**config.mk**
```make
export PLATFORM = sky130hd
export DESIGN_NAME = spi_frame_rx
export DESIGN_NICKNAME = d
export VERILOG_FILES = /design/src/rtl/spi_frame_pkg.sv /design/src/rtl/spi_pin_sync.sv /design/src/rtl/spi_edge_det.sv /design/src/rtl/spi_bit_counter.sv /design/src/rtl/spi_shift_core.sv /design/src/rtl/spi_frame_rx.sv
export SDC_FILE = /design/constraint.sdc
export NUM_CORES = 1
export LEC_CHECK = 0
export BUFFER_PORTS_ARGS = -buffer_cell sky130_fd_sc_hd__buf_2
export CORE_UTILIZATION = 45
export CTS_CLUSTER_SIZE = 10
export DETAILED_ROUTE_END_ITERATION = 8
export PLACE_DENSITY = 0.72
export SLEW_MARGIN = 20
export SYNTH_ARGS = -nofsm -noshare
export SYNTH_HDL_FRONTEND = slang
export SYNTH_SLANG_ARGS = --single-unit
```
**constraint.sdc**
```tcl
create_clock -name clk -period 1.59 [get_ports clk]
set_input_delay 0.2385 -clock clk [delete_from_list [all_inputs] [get_ports clk]]
set_output_delay 0.2385 -clock clk [all_outputs]
set_load 0.01 [all_outputs]
```
**src/rtl/spi_frame_pkg.sv**
```systemverilog
// Package: shared sizes and codes for the SPI command frame receiver.
// Assumes a frame is a control field followed by a data field.
package spi_frame_pkg;
    localparam int FRAME_W = 16;
    localparam int CTRL_W  = 8;
    localparam int SYNC_N  = 2;
    localparam logic [CTRL_W-1:0] DIAG_ONLY_CODE = '0;
endpackage

```
**src/rtl/spi_pin_sync.sv**
```systemverilog
// spi_pin_sync: multi-stage synchronizer for a vector of asynchronous pins.
// Assumes that every bit is an independent, slowly changing level. The
// reset value sets the idle level of each pin.
module spi_pin_sync #(
    parameter int              WIDTH   = 3,
    parameter int              STAGES  = 2,
    parameter logic [WIDTH-1:0] RST_VAL = '0
) (
    input  logic             clk,
    input  logic             rst_n,
    input  logic [WIDTH-1:0] pins_in,
    output logic [WIDTH-1:0] level
);
    logic [WIDTH-1:0] stg [STAGES];

    for (genvar g = 0; g < STAGES; g++) begin : g_stage
        if (g == 0) begin : g_first
            // Purpose: capture the raw pins into the first stage.
            always_ff @(posedge clk) begin
                if (!rst_n) stg[0] <= RST_VAL;
                else        stg[0] <= pins_in;
            end
        end else begin : g_next
            // Purpose: pass the value on to the next stage.
            always_ff @(posedge clk) begin
                if (!rst_n) stg[g] <= RST_VAL;
                else        stg[g] <= stg[g-1];
            end
        end
    end

    assign level = stg[STAGES-1];
endmodule

```
**src/rtl/spi_edge_det.sv**
```systemverilog
// spi_edge_det: finds rising and falling edges of a synchronized level.
// Assumes that the input is already in the clk domain. The reset value
// matches the idle level, so release from reset creates no false edge.
module spi_edge_det #(
    parameter logic RST_VAL = 1'b0
) (
    input  logic clk,
    input  logic rst_n,
    input  logic level,
    output logic rise,
    output logic fall
);
    logic prev;

    // Purpose: remember the level from the previous cycle.
    always_ff @(posedge clk) begin
        if (!rst_n) prev <= RST_VAL;
        else        prev <= level;
    end

    assign rise = level & ~prev;
    assign fall = ~level & prev;
endmodule

```
**src/rtl/spi_bit_counter.sv**
```systemverilog
// spi_bit_counter: counts serial clock pulses within a frame. It saturates
// at LIMIT+1, so an overlong frame cannot wrap back to LIMIT.
// Assumes that clear and inc never need to act in the same cycle.
module spi_bit_counter #(
    parameter int LIMIT = 16,
    parameter int CNT_W = $clog2(LIMIT + 2)
) (
    input  logic             clk,
    input  logic             rst_n,
    input  logic             clear,
    input  logic             inc,
    output logic [CNT_W-1:0] count,
    output logic             exact
);
    localparam logic [CNT_W-1:0] SAT_VAL = CNT_W'(LIMIT + 1);
    localparam logic [CNT_W-1:0] HIT_VAL = CNT_W'(LIMIT);

    // Purpose: clear at frame start and count up to the saturation point.
    always_ff @(posedge clk) begin
        if (!rst_n)                          count <= '0;
        else if (clear)                      count <= '0;
        else if (inc && (count != SAT_VAL))  count <= count + 1'b1;
    end

    assign exact = (count == HIT_VAL);
endmodule

```
**src/rtl/spi_shift_core.sv**
```systemverilog
// spi_shift_core: one shared shift register. It is loaded in parallel with
// the outgoing word and fills from SI as the outgoing bits leave. A separate
// output flop presents the MSB and updates on the launch strobe only.
// Assumes that load, shift and step are single-cycle strobes.
module spi_shift_core #(
    parameter int BITS = 16
) (
    input  logic            clk,
    input  logic            rst_n,
    input  logic            load,
    input  logic [BITS-1:0] load_val,
    input  logic            shift,
    input  logic            shift_in,
    input  logic            step,
    output logic [BITS-1:0] word,
    output logic            out_bit
);
    // Purpose: parallel load at frame start, shift left on each sample strobe.
    always_ff @(posedge clk) begin
        if (!rst_n)     word <= '0;
        else if (load)  word <= load_val;
        else if (shift) word <= {word[BITS-2:0], shift_in};
    end

    // Purpose: present the current MSB, updated on load or launch strobes.
    always_ff @(posedge clk) begin
        if (!rst_n)     out_bit <= 1'b0;
        else if (load)  out_bit <= load_val[BITS-1];
        else if (step)  out_bit <= word[BITS-1];
    end
endmodule

```
**src/rtl/spi_frame_rx.sv**
```systemverilog
// spi_frame_rx: oversampled SPI slave for a control+data command frame.
// Assumes that clk is several times faster than SCLK and that SCLK is low
// whenever chip-select changes. Pins are synchronized inside the block.
module spi_frame_rx #(
    parameter int FRAME_W = spi_frame_pkg::FRAME_W,
    parameter int CTRL_W  = spi_frame_pkg::CTRL_W,
    parameter int SYNC_N  = spi_frame_pkg::SYNC_N,
    parameter logic [CTRL_W-1:0] DIAG_ONLY_CODE = spi_frame_pkg::DIAG_ONLY_CODE
) (
    input  logic                       clk,
    input  logic                       rst_n,
    input  logic                       sclk_pin,
    input  logic                       si_pin,
    input  logic                       cs_n_pin,
    input  logic [FRAME_W-1:0]         diag_word,
    output logic                       so_data,
    output logic                       so_oe,
    output logic                       commit_stb,
    output logic [FRAME_W-CTRL_W-1:0]  commit_data,
    output logic                       diag_clear
);
    localparam int DATA_W = FRAME_W - CTRL_W;
    localparam int CNT_W  = $clog2(FRAME_W + 2);

    logic [2:0]         pin_lvl;
    logic               sclk_lvl, si_lvl, cs_lvl;
    logic               sclk_rise, sclk_fall, cs_rise, cs_fall;
    logic               selected;
    logic [CNT_W-1:0]   bit_cnt;
    logic               cnt_exact;
    logic [FRAME_W-1:0] frame;
    logic               out_bit;
    logic               accept;

    spi_pin_sync #(
        .WIDTH   (3),
        .STAGES  (SYNC_N),
        .RST_VAL (3'b100)
    ) u_sync (
        .clk     (clk),
        .rst_n   (rst_n),
        .pins_in ({cs_n_pin, si_pin, sclk_pin}),
        .level   (pin_lvl)
    );

    assign sclk_lvl = pin_lvl[0];
    assign si_lvl   = pin_lvl[1];
    assign cs_lvl   = pin_lvl[2];
    assign selected = ~cs_lvl;

    spi_edge_det #(.RST_VAL(1'b0)) u_sclk_edge (
        .clk   (clk),
        .rst_n (rst_n),
        .level (sclk_lvl),
        .rise  (sclk_rise),
        .fall  (sclk_fall)
    );

    spi_edge_det #(.RST_VAL(1'b1)) u_cs_edge (
        .clk   (clk),
        .rst_n (rst_n),
        .level (cs_lvl),
        .rise  (cs_rise),
        .fall  (cs_fall)
    );

    spi_bit_counter #(.LIMIT(FRAME_W), .CNT_W(CNT_W)) u_cnt (
        .clk   (clk),
        .rst_n (rst_n),
        .clear (cs_fall),
        .inc   (sclk_fall & selected),
        .count (bit_cnt),
        .exact (cnt_exact)
    );

    spi_shift_core #(.BITS(FRAME_W)) u_shift (
        .clk      (clk),
        .rst_n    (rst_n),
        .load     (cs_fall),
        .load_val (diag_word),
        .shift    (sclk_fall & selected),
        .shift_in (si_lvl),
        .step     (sclk_rise & selected),
        .word     (frame),
        .out_bit  (out_bit)
    );

    assign accept = cs_rise && cnt_exact
                    && (frame[FRAME_W-1 -: CTRL_W] != DIAG_ONLY_CODE);

    // Purpose: issue the commit strobe, hold the data byte, pulse the clear.
    always_ff @(posedge clk) begin
        if (!rst_n) begin
            commit_stb  <= 1'b0;
            commit_data <= '0;
            diag_clear  <= 1'b0;
        end else begin
            commit_stb <= accept;
            diag_clear <= cs_rise;
            if (accept) commit_data <= frame[DATA_W-1:0];
        end
    end

    assign so_oe   = selected;
    assign so_data = selected & out_bit;
endmodule

```
# Word-level counts from Yosys, hierarchy flattened
# Memories as Yosys holds them, arrays and structs flattened.
# Index checks and enable logic that the tools add are counted.
# op_classes
n_eq_ne	2
reduce_logical	7
bitwise_logic	14
n_addsub	1
mux	8
# ops
op	n
16-bit two-way mux	2
8-bit nonzero test	1
1-bit AND	7
3-bit two-way mux	2
5-bit by 1-bit adder with 5-bit output, second input constant	1
5-bit == test, second input constant	1
5-bit inequality test, second input constant	1
1-bit inverter	5
1-bit two-way mux	4
2-bit nonzero test	2
1-bit logical AND	3
1-bit OR	2
2-bit OR reduction	1
# word_totals
ram_bits	6
in_bits	21
ff_bits	34
wordCells	41
output_inout_bits	12
mem_count	1
# memory_table
memory	words	width	read_ports	rd_ports_with_merged_regs	write_ports	line_no	text
u_sync.stg	2	3	2	0	2	spi_pin_sync.sv:14	logic [WIDTH-1:0] stg [STAGES];

# Logic depth before layout (Yosys ltp)
# Gate-level depths: netlist of run 1.
# logic_depth
word_depth	5
ltp_mapped	7
mapped_depth_nobuf	6

# Modules after synthesis
# From an unflattened synthesis of run 1, not the netlist that was laid out.
# unflattened
cells_unflattened	170
area_unflattened_um2	1754.2
# by_module_without_submodules
module	cells_per_inst	area_each_um2	instances
spi_shift_core	74	794.5	1
spi_frame_rx	46	429.2	1
spi_bit_counter	30	295.3	1
spi_pin_sync	12	157.7	1
spi_edge_det	4	38.8	2

# Worst setup path after synthesis of run 1
# Ideal clock, no wire load.
# synth_path
kind	reg2reg
start	register u_cnt.count[2]
end	register commit_data[6]
stages_incl_launch_ff	6
slack_ps	167
period_less_slack_ps	1423
arrival_ps	1349
setup_ps	74
required_ps	1516
cell_sequence	dfxtp_1 -> or3b_4 -> a211oi_4 -> buf_6 -> nand3_1 -> o21ai_0
# synth_between
elab_chain_len	3
# synth_lines
item	line_no	text
start, declared	spi_bit_counter.sv:12	output logic [CNT_W-1:0] count,
start signal, assigned	spi_bit_counter.sv:22	else if (inc && (count != SAT_VAL)) count <= count + 1'b1;
5-bit == test	spi_bit_counter.sv:25	assign exact = (count == HIT_VAL);
1-bit logical AND	spi_frame_rx.sv:88	assign accept = cs_rise && cnt_exact
1-bit logical AND	spi_frame_rx.sv:89	&& (frame[FRAME_W-1 -: CTRL_W] != DIAG_ONLY_CODE);
end signal, assigned	spi_frame_rx.sv:100	if (accept) commit_data <= frame[DATA_W-1:0];
end, declared	spi_frame_rx.sv:19	output logic [FRAME_W-CTRL_W-1:0] commit_data,
# Every way passes these cells.
# A chain may end at the register's enable or synchronous reset.

==> impl_metrics.csv, run 1 <==
group,metric,value,unit
die,die_x,62.1,um
worst_setup_path,cp.arrival,1.21,ns
clock_network,htree_levels,2,
clock_network,hold_buffers,0,
drt,drc,0,
pwr,p_leak,0.000746,uW
pwr,switching_share,24.2,%
placement,portBuffers,32,
timing,min_period_over_period,91.4,%
drt,routed_via_density,5.08,
timing,timing.final.ws_setup,0.137,ns
timing,rsz0062_at_grt,"false",
cells_and_area,fillers,311,
drt,dr.pass1.iters,5,
pwr,fin_total_pwr,1900,uW
min_path,hold_end,"u_sync.stg[0][2]",
min_path,worstHoldStart,"cs_n_pin",
synthesis,yosysTopAreaCellShare,49.3,%
cells_and_area,final_common_cell,"nand2_1",
die,core_area,3390,um2
timing,fin_crit,1.45,ns
worst_setup_path,crit_type,"flip-flop to output port",
drt,wl_per_cell,12.2,um
synthesis,synth_ff_type,"dfxtp_1",
timing,tightest_slew,0.493,ns
grt,overflow,0,
synthesis,ys_seq_elements,40,
worst_setup_path,reg2reg_slack,0.15,ns
cells_and_area,antenna_cells,0,
grt,globalRouteTotalUtil,18.5,%
grt,antenna_found_initial,0,
min_path,hold_path_depth,2,
synthesis,synth_fp_nets,213,
die,io_pins,33,
worst_setup_path,crit_required,1.35,ns
synthesis,yosysUniqueCellTypes,32,
worst_setup_path,r2r_end,"commit_data[0]",
timing,hold_violations,0,
worst_setup_path,reg2reg_from,"u_cnt.count[0]",
synthesis,yosysWarnings,0,
worst_setup_path,crit_fanout,8,
clock_network,cts_tree,"done",
synthesis,synthCells,189,
drt,drt_iter0_drc,34,
placement,gp_congestion,0.712,
job,cap_violations,0,
cells_and_area,area_growth,21.0,%
pwr,power_density,965,nW/um2
synthesis,syn_area,1630,um2
pwr,seq_power_share,55.7,%
grt,grt_pass1_wl,5580,um
drt,antenna_left,0,
timing,fin_skew,0.0153,ns
worst_setup_path,rr_worst_depth,7,
timing,setup_viol,0,
pwr,p_sw,460,uW
pwr,clock_power_share,36.4,%
synthesis,synthTopCellsByArea,"dfxtp_1 (49%), nand2_1 (9.7%), a311oi_1 (8.6%)",
synthesis,syn_avg_cell_area,8.60,um2
clock_network,cts_sinks,40,
die,dieArea,3860,um2
pwr,ir_worst_vdd,0.542,mV
clock_network,clk_latency,0.36,ns
min_path,hp-class,"primary input to flip-flop",
grt,grt_max_degree,33,
clock_network,cts.path.max_buffers,2,
synthesis,synth-seq-area-share,49.3,%
timing,max_freq,688,MHz
clock_network,numCtsBuffers,5,
pwr,combPwrFrac,7.9,%
worst_setup_path,crit_path_start_kind,"flip-flop",
synthesis,post-synth-top-area-cell,"dfxtp_1",
die,die_h,62.1,um
die,start_util,48.0,%
cells_and_area,mostFrequentLayoutCells,"nand2_1 (42), dfxtp_1 (40), buf_2 (32)",
cells_and_area,drive_above_1_share,23.5,%
die,rows,21,
placement,pre_cts_ws,-0.0999,ns
clock_network,clock-root-buffer,"clkbuf_4",
timing,maxSlewHeadroom,66.9,%
cells_and_area,final_nets,249,
placement,hpwl,2210,um
drt,vias,1381,
drt,drt-total-wl,3310,um
run_status,status,"complete, no violations",
cells_and_area,post-route-util,58.0,%
synthesis,synth_edf_count,0,
worst_setup_path,end_kind,"output port",
grt,grt_pass1_vias,1218,
pwr,p_int,1440,uW
clock_network,clk_pin_slew,0.11,ns
synthesis,async_reset_ff_share,0,%
timing,drv_slew,0,
## worst max-delay path, stage by stage (launching register included)
cell	delay, ns
dfxtp_1	0.53
inv_1	0.17
buf_2	0.17
## per-layer routing
metal | wire length, um | vias up | GRT usage (%) | part of all wire [%]
met5 | 0 | - | 0 | 0
met4 | 55 | 0 | 7.85 | 1.7
met3 | 147 | 6 | 4.41 | 4.4
met2 | 1510 | 37 | 28.2 | 45
met1 | 1600 | 621 | 24.9 | 48
li1 | - | 717 | - | -
## synth_stat cells, types with 2 or more instances
| library cell | count |
|---|---|
| a21oi_1 | 3 |
| clkbuf_1 | 3 |
| buf_2 | 6 |
| inv_1 | 6 |
| mux2i_1 | 2 |
| nand3_1 | 9 |
| and2_1 | 5 |
| nand2_1 | 42 |
| dfxtp_1 | 40 |
| o21ai_0 | 9 |
| nor2_1 | 21 |
| xor2_1 | 2 |
| ha_1 | 3 |
| a311oi_1 | 16 |
| nor3b_1 | 2 |
| nor4_1 | 2 |
| nand2b_1 | 3 |
## cells by family after synthesis
kind of cell | count (synthesis) | synth area share (%)
simple gates | 93 | 26.3
flops | 40 | 49.3
buf+inv | 17 | 4.85
fa+ha+maj | 3 | 2.31
xor+xnor | 3 | 1.62
mux | 2 | 1.23
compound gates | 31 | 14.5
## how the worst max path moves through the flow
stage | start | depth (start not counted) | slack [ns] | end
final | u_sync.stg[1][2] | 2 | 0.14 | so_oe
after global routing | u_cnt.count[0] | 7 | 0.02 | commit_data[0]
after CTS | u_sync.stg[1][2] | 4 | 0.13 | u_shift.word[2]
after detailed placement | u_cnt.count[2] | 3 | -0.1 | commit_data[0]
after global placement | u_cnt.count[2] | 3 | -0.003 | commit_data[5]
after floorplan | u_cnt.count[2] | 5 | 0.17 | commit_data[6]
## timing repair
action | CTS | global route
resized for setup | 0 | 2
endpoints found under the setup margin | 9 | 12
buffers inserted | 1 | 0
pin swaps | 1 | 0
## stage by stage
step	instance area (um2)	hold WS (ns)	cells	setup TNS (ns)
after global placement	1850	0.403	263	-0.00555
after floorplan	1630	0.340	189	0
after CTS	1960	0.0720	272	0
after detailed placement	1850	0.412	263	-0.645
after global routing	1970	0.0726	272	0
final	1970	0.0756	272	0
## layout make-up
class                   count  area, um2  share of cell area, %
multi-input cells         132        761                   38.7
well taps                  46       57.6                   2.93
repair buffers             39        238                   12.1
flip-flops and latches     40        801                   40.7
clock buffers               5       37.5                   1.91
inverters                   7       26.3                   1.34
clock inverters             3       46.3                   2.35
## state kept, by name (all words and copies together) (netlist names)
name and cells:
u_shift.out_bit 1, u_cnt.count 5, commit_data 8, u_shift.word 16, diag_clear 1, u_cs_edge.prev 1, u_sclk_edge.prev 1, u_sync.stg 6
commit_stb 1
## power by group through the flow
stage,registers [uW],logic (uW),clock network (uW)
floorplan,1070,91.4,0
global placement,1080,147,0
detailed placement,1080,151,0
CTS,1060,151,697
global route,1060,171,740
finish,1060,150,691
(Power assumes the default switching activity.)
==> run 2: changes to the inputs <==
CORE_UTILIZATION = 25   (was 45)
PLACE_DENSITY = 0.48   (was 0.72)
==> impl_metrics.csv, run 2 (synthesized netlist as in run 1, its figures left out) <==
group,metric,value,unit
run_status,status,"complete, no violations",
die,die_x,82.6,um
cells_and_area,top_register,"u_shift.word",
clock_network,numCtsBuffers,5,
die,dieArea,6830,um2
worst_setup_path,crit_fanout,17,
die,rows,29,
die,die_h,82.6,um
clock_network,cts_sinks,40,
cells_and_area,antenna_cells,0,
drt,dr.pass1.iters,4,
cells_and_area,post-route-util,32.7,%
timing,tightest_slew,0.294,ns
cells_and_area,area_growth,27.2,%
worst_setup_path,rr_worst_depth,7,
worst_setup_path,end_kind,"flip-flop",
cells_and_area,mostFrequentLayoutCells,"nand2_1 (42), dfxtp_1 (40), buf_2 (32)",
timing,maxSlewHeadroom,80.2,%
drt,vias,1370,
grt,overflow,0,
drt,drt-total-wl,3720,um
job,cap_violations,0,
grt,globalRouteTotalUtil,12.5,%
pwr,ir_worst_vdd,0.549,mV
min_path,hp-class,"primary input to flip-flop",
timing,timing.final.ws_setup,0.208,ns
drt,drc,0,
drt,wl_per_cell,12.2,um
clock_network,clock-root-buffer,"clkbuf_8",
timing,drv_slew,0,
timing,fin_tns_setup,0,ns
grt,antenna_found_initial,0,
min_path,hold_path_depth,2,
drt,antenna_left,0,
pwr,p_leak,0.000784,uW
drt,wl_met1,1820,um
grt,grt_pass1_vias,1283,
worst_setup_path,cp.arrival,1.61,ns
worst_setup_path,crit_type,"flip-flop to flip-flop",
cells_and_area,final_nets,252,
clock_network,cts_tree,"done",
pwr,fin_total_pwr,2090,uW
die,start_util,25.7,%
timing,fin_crit,1.38,ns
placement,pre_cts_ws,-0.0913,ns
drt,routed_via_density,4.48,
placement,portBuffers,32,
cells_and_area,biggestRegsByFlops,"u_shift.word x16, commit_data x8, u_sync.stg x6",
clock_network,cts_resized,0,
timing,hold_violations,0,
grt,grt_pass1_wl,6300,um
clock_network,clk_latency,0.30,ns
worst_setup_path,crit_required,1.81,ns
pwr,power_density,1010,nW/um2
placement,gp_congestion,0.722,
drt,drt_iter0_drc,41,
drt,dr_wl_met3,196,um
drt,dr_wl_met2,1650,um
timing,rsz0062_at_grt,"false",
grt,grt_max_degree,33,
placement,dp.cells,297,
placement,hpwl,2600,um
cells_and_area,drive_above_1_share,24.0,%
clock_network,clk_pin_slew,0.08,ns
timing,min_period_over_period,86.9,%
cells_and_area,final_common_cell,"nand2_1",
die,io_pins,33,
clock_network,cts.path.max_buffers,2,
clock_network,htree_levels,2,
worst_setup_path,crit_path_start_kind,"flip-flop",
timing,max_freq,724,MHz
timing,setup_viol,0,
cells_and_area,stdcell_count,306,
drt,top_layer_used,"met4",
timing,fin_skew,0.0113,ns
cells_and_area,largest_register_ffs,16,
die,core_area,6310,um2
## run 2: changes by cell type in the layout (fill, tap and decap cells not counted)
cell / delta
clkbuf_4: -5
buf_12: +1
nor4bb_1: +1
inv_6: -1
clkinvlp_4: -1
nand2_2: +1
clkinv_4: +1
clkbuf_8: +6
nor4bb_2: -1
buf_4: +2
nand2_4: -1
## run 2: final cells by class
cell class              instances  area [um2]
fillers                       711        4250
flip-flops and latches         40         801
multi-input cells             132         749
repair buffers                 42         273
well taps                      77        96.3
clock buffers                   6        82.6
clock inverters                 2        38.8
inverters                       7        26.3
## run 2: path summary, 6_finish.rpt
kind                          from          endpoint  slack (ns)
setup / recovery    u_cnt.count[0]    commit_data[5]        0.21
hold / removal            cs_n_pin  u_sync.stg[0][2]        0.13
setup reg to reg    u_cnt.count[0]    commit_data[5]        0.21
hold reg to reg   u_sync.stg[0][0]  u_sync.stg[1][0]        0.44
## run 2: critical path, stage by stage (launching register included)
cell and delay (ns):
dfxtp_1 0.37, inv_1 0.08, ha_1 0.14, nand3b_1 0.13, a211oi_4 0.28, buf_12 0.17
nand3_1 0.07, o21ai_0 0.07
## run 2: metrics by stage
step / hold slack (ns) / instance area [um2]
global placement: 0.413 / 1930
detailed placement: 0.403 / 1930
global route: 0.135 / 2070
CTS: 0.117 / 2070
floorplan: 0.340 / 1630
finish: 0.128 / 2070
## run 2: where the power goes
part	total, uW	switching, uW	internal [uW]	leakage, uW
registers	1060	23.2	1030	0.000326
clock network	876	363	513	0.0000614
logic	159	84.1	74.8	0.000397
total	2090	470	1620	0.000784
## run 2: timing repair
| action | in CTS | in global routing |
|---|---|---|
| hold buffers | 0 | 0 |
| buffers inserted | 1 | 0 |
| setup endpoints to repair | 9 | 0 |
| endpoints found under the hold margin | 0 | 0 |
## run 2: routing by layer
metal  up-vias  GRT usage, %
li1        722             -
met1       612          16.7
met2        31          19.3
met3         5          2.75
met4         0          5.17
met5         -             0
==> run 3: changes to the inputs <==
BUFFER_PORTS_ARGS = default   (was -buffer_cell sky130_fd_sc_hd__buf_2)
CTS_BUF_LIST = sky130_fd_sc_hd__clkbuf_8   (was default)
DONT_BUFFER_PORTS = 1   (was default)
PLACE_DENSITY = 0.43   (was 0.48)
==> impl_metrics.csv, run 3 (synthesized netlist as in run 1, its figures left out) <==
group,metric,value,unit
die,dieArea,6830,um2
timing,tightest_slew,0.639,ns
job,cap_violations,0,
timing,fin_crit,1.52,ns
drt,antenna_left,0,
grt,grt_max_degree,33,
pwr,power_density,1090,nW/um2
pwr,p_int,1560,uW
worst_setup_path,cp_slowest_cell,"nor4_1",
drt,drc,0,
pwr,seq_power_share,51.7,%
run_status,status,"complete, no violations",
grt,grt_pass1_vias,1236,
timing,max_freq,657,MHz
pwr,fin_total_pwr,2040,uW
clock_network,clock-root-buffer,"clkbuf_8",
clock_network,cts.path.max_buffers,2,
cells_and_area,biggestRegsByFlops,"u_shift.word x16, commit_data x8, u_sync.stg x6",
worst_setup_path,path_cells,"nor4_1 > a211oi_4 > buf_12 > and2_2",
worst_setup_path,crit_fanout,17,
worst_setup_path,crit_required,1.78,ns
worst_setup_path,reg2reg_slack,0.07,ns
cells_and_area,largest_register_ffs,16,
min_path,worstHoldStart,"rst_n",
worst_setup_path,cp.arrival,1.72,ns
cells_and_area,antenna_cells,0,
pwr,ir_worst_vdd,0.364,mV
worst_setup_path,reg2reg_from,"u_shift.word[11]",
cells_and_area,mostFrequentLayoutCells,"nand2_1 (42), dfxtp_1 (40), nor2_1 (21)",
cells_and_area,top_register,"u_shift.word",
clock_network,numCtsBuffers,5,
clock_network,clk_pin_slew,0.09,ns
placement,gp_congestion,0.708,
cells_and_area,drive_above_1_share,10.8,%
worst_setup_path,end_kind,"flip-flop",
worst_setup_path,slowest_delay,0.59,ns
die,io_pins,33,
grt,antenna_found_initial,0,
drt,dr.pass1.iters,4,
drt,wl_per_cell,13.6,um
worst_setup_path,startpoint,"u_shift.word[11]",
worst_setup_path,r2r_end,"commit_stb",
die,die_h,82.6,um
pwr,p_leak,0.000615,uW
placement,hpwl,2510,um
cells_and_area,final_nets,218,
timing,rsz0062_at_grt,"false",
timing,min_period_over_period,95.7,%
pwr,clock_power_share,42.6,%
worst_setup_path,crit_path_start_kind,"flip-flop",
cells_and_area,postLayoutCellArea,1880,um2
timing,fin_skew,0.00689,ns
drt,drt_iter0_drc,76,
clock_network,cts_sinks,40,
drt,routed_via_density,4.54,
drt,drt-total-wl,3690,um
cells_and_area,area_growth,15.8,%
cells_and_area,post-route-util,29.8,%
grt,globalRouteTotalUtil,12.5,%
worst_setup_path,rr_worst_depth,4,
die,start_util,25.7,%
min_path,hold_end,"u_sync.stg[0][2]",
grt,overflow,0,
clock_network,clk_latency,0.30,ns
grt,grt_pass1_wl,6170,um
die,core_area,6310,um2
min_path,hold_path_depth,1,
pwr,p_sw,489,uW
timing,setup_viol,0,
cells_and_area,final_common_cell,"nand2_1",
die,rows,29,
drt,vias,1234,
die,die_x,82.6,um
timing,hold_violations,0,
pwr,switching_share,23.9,%
worst_setup_path,path_buf_inv,1,
worst_setup_path,cp_top_family,"simple AND/OR/NAND/NOR gates",
placement,portBuffers,0,
min_path,hp-class,"primary input to flip-flop",
pwr,combPwrFrac,5.7,%
placement,dpl_cell_area,1730,um2
worst_setup_path,crit_type,"flip-flop to flip-flop",
timing,maxSlewHeadroom,57.0,%
clock_network,htree_levels,2,
clock_network,cts_tree,"done",
timing,drv_slew,0,
-- run 3: metal layers --
layer  global-route usage, %  wire (um)
met1                    15.4       1800
met2                    18.9       1600
met3                    5.49        243
met4                    5.17         46
met5                       0          0
-- run 3: per-stage QoR --
stage	cells	worst slack, ns	TNS [ns]	hold WS, ns
2_1_floorplan	189	0.167	0	0.340
3_3_place_gp	262	-0.0218	-0.107	0.310
3_5_place_dp	262	-0.0552	-0.364	0.314
4_1_cts	272	0.0456	0	0.00163
5_1_grt	272	0.00630	0	0.00193
6_report	272	0.0677	0	0.0126
-- run 3: power groups by stage --
stage / clock [uW] / combinational (uW) / sequential (uW)
floorplan: 0 / 91.4 / 1070
global placement: 0 / 116 / 1080
detailed placement: 0 / 116 / 1080
CTS: 905 / 118 / 1060
global route: 950 / 131 / 1060
finish: 872 / 116 / 1060
-- run 3: worst max path at each step --
stage                      to  slack, ns  depth (start not counted)
6_report           commit_stb       0.07                          4
5_1_grt            commit_stb      0.006                          4
4_1_cts            commit_stb       0.05                          4
3_5_place_dp   commit_data[5]      -0.06                          3
3_3_place_gp   commit_data[7]      -0.02                          3
2_1_floorplan  commit_data[6]       0.17                          5
-- run 3: what timing repair did --
action,in CTS,in global routing
setup buffers,1,0
gates cloned,0,0
hold endpoints to repair,1,0
setup endpoints to repair,9,1
hold buffers,1,0
pin swaps,1,0
resized for setup,0,1
-- run 3: worst register-to-register path: stages, from the launching register on --
cell      delay [ns]
dfxtp_1         0.33
nor4_1          0.59
a211oi_4        0.14
buf_12          0.17
and2_2          0.18
-- run 3: layout make-up --
type / instances / area, um2
timing repair buffer: 8 / 87.6
multi-input combinational: 132 / 756
inverter: 7 / 26.3
tap: 77 / 96.3
sequential: 40 / 801
fill: 689 / 4430
clock inverter: 3 / 46.3
clock buffer: 5 / 68.8
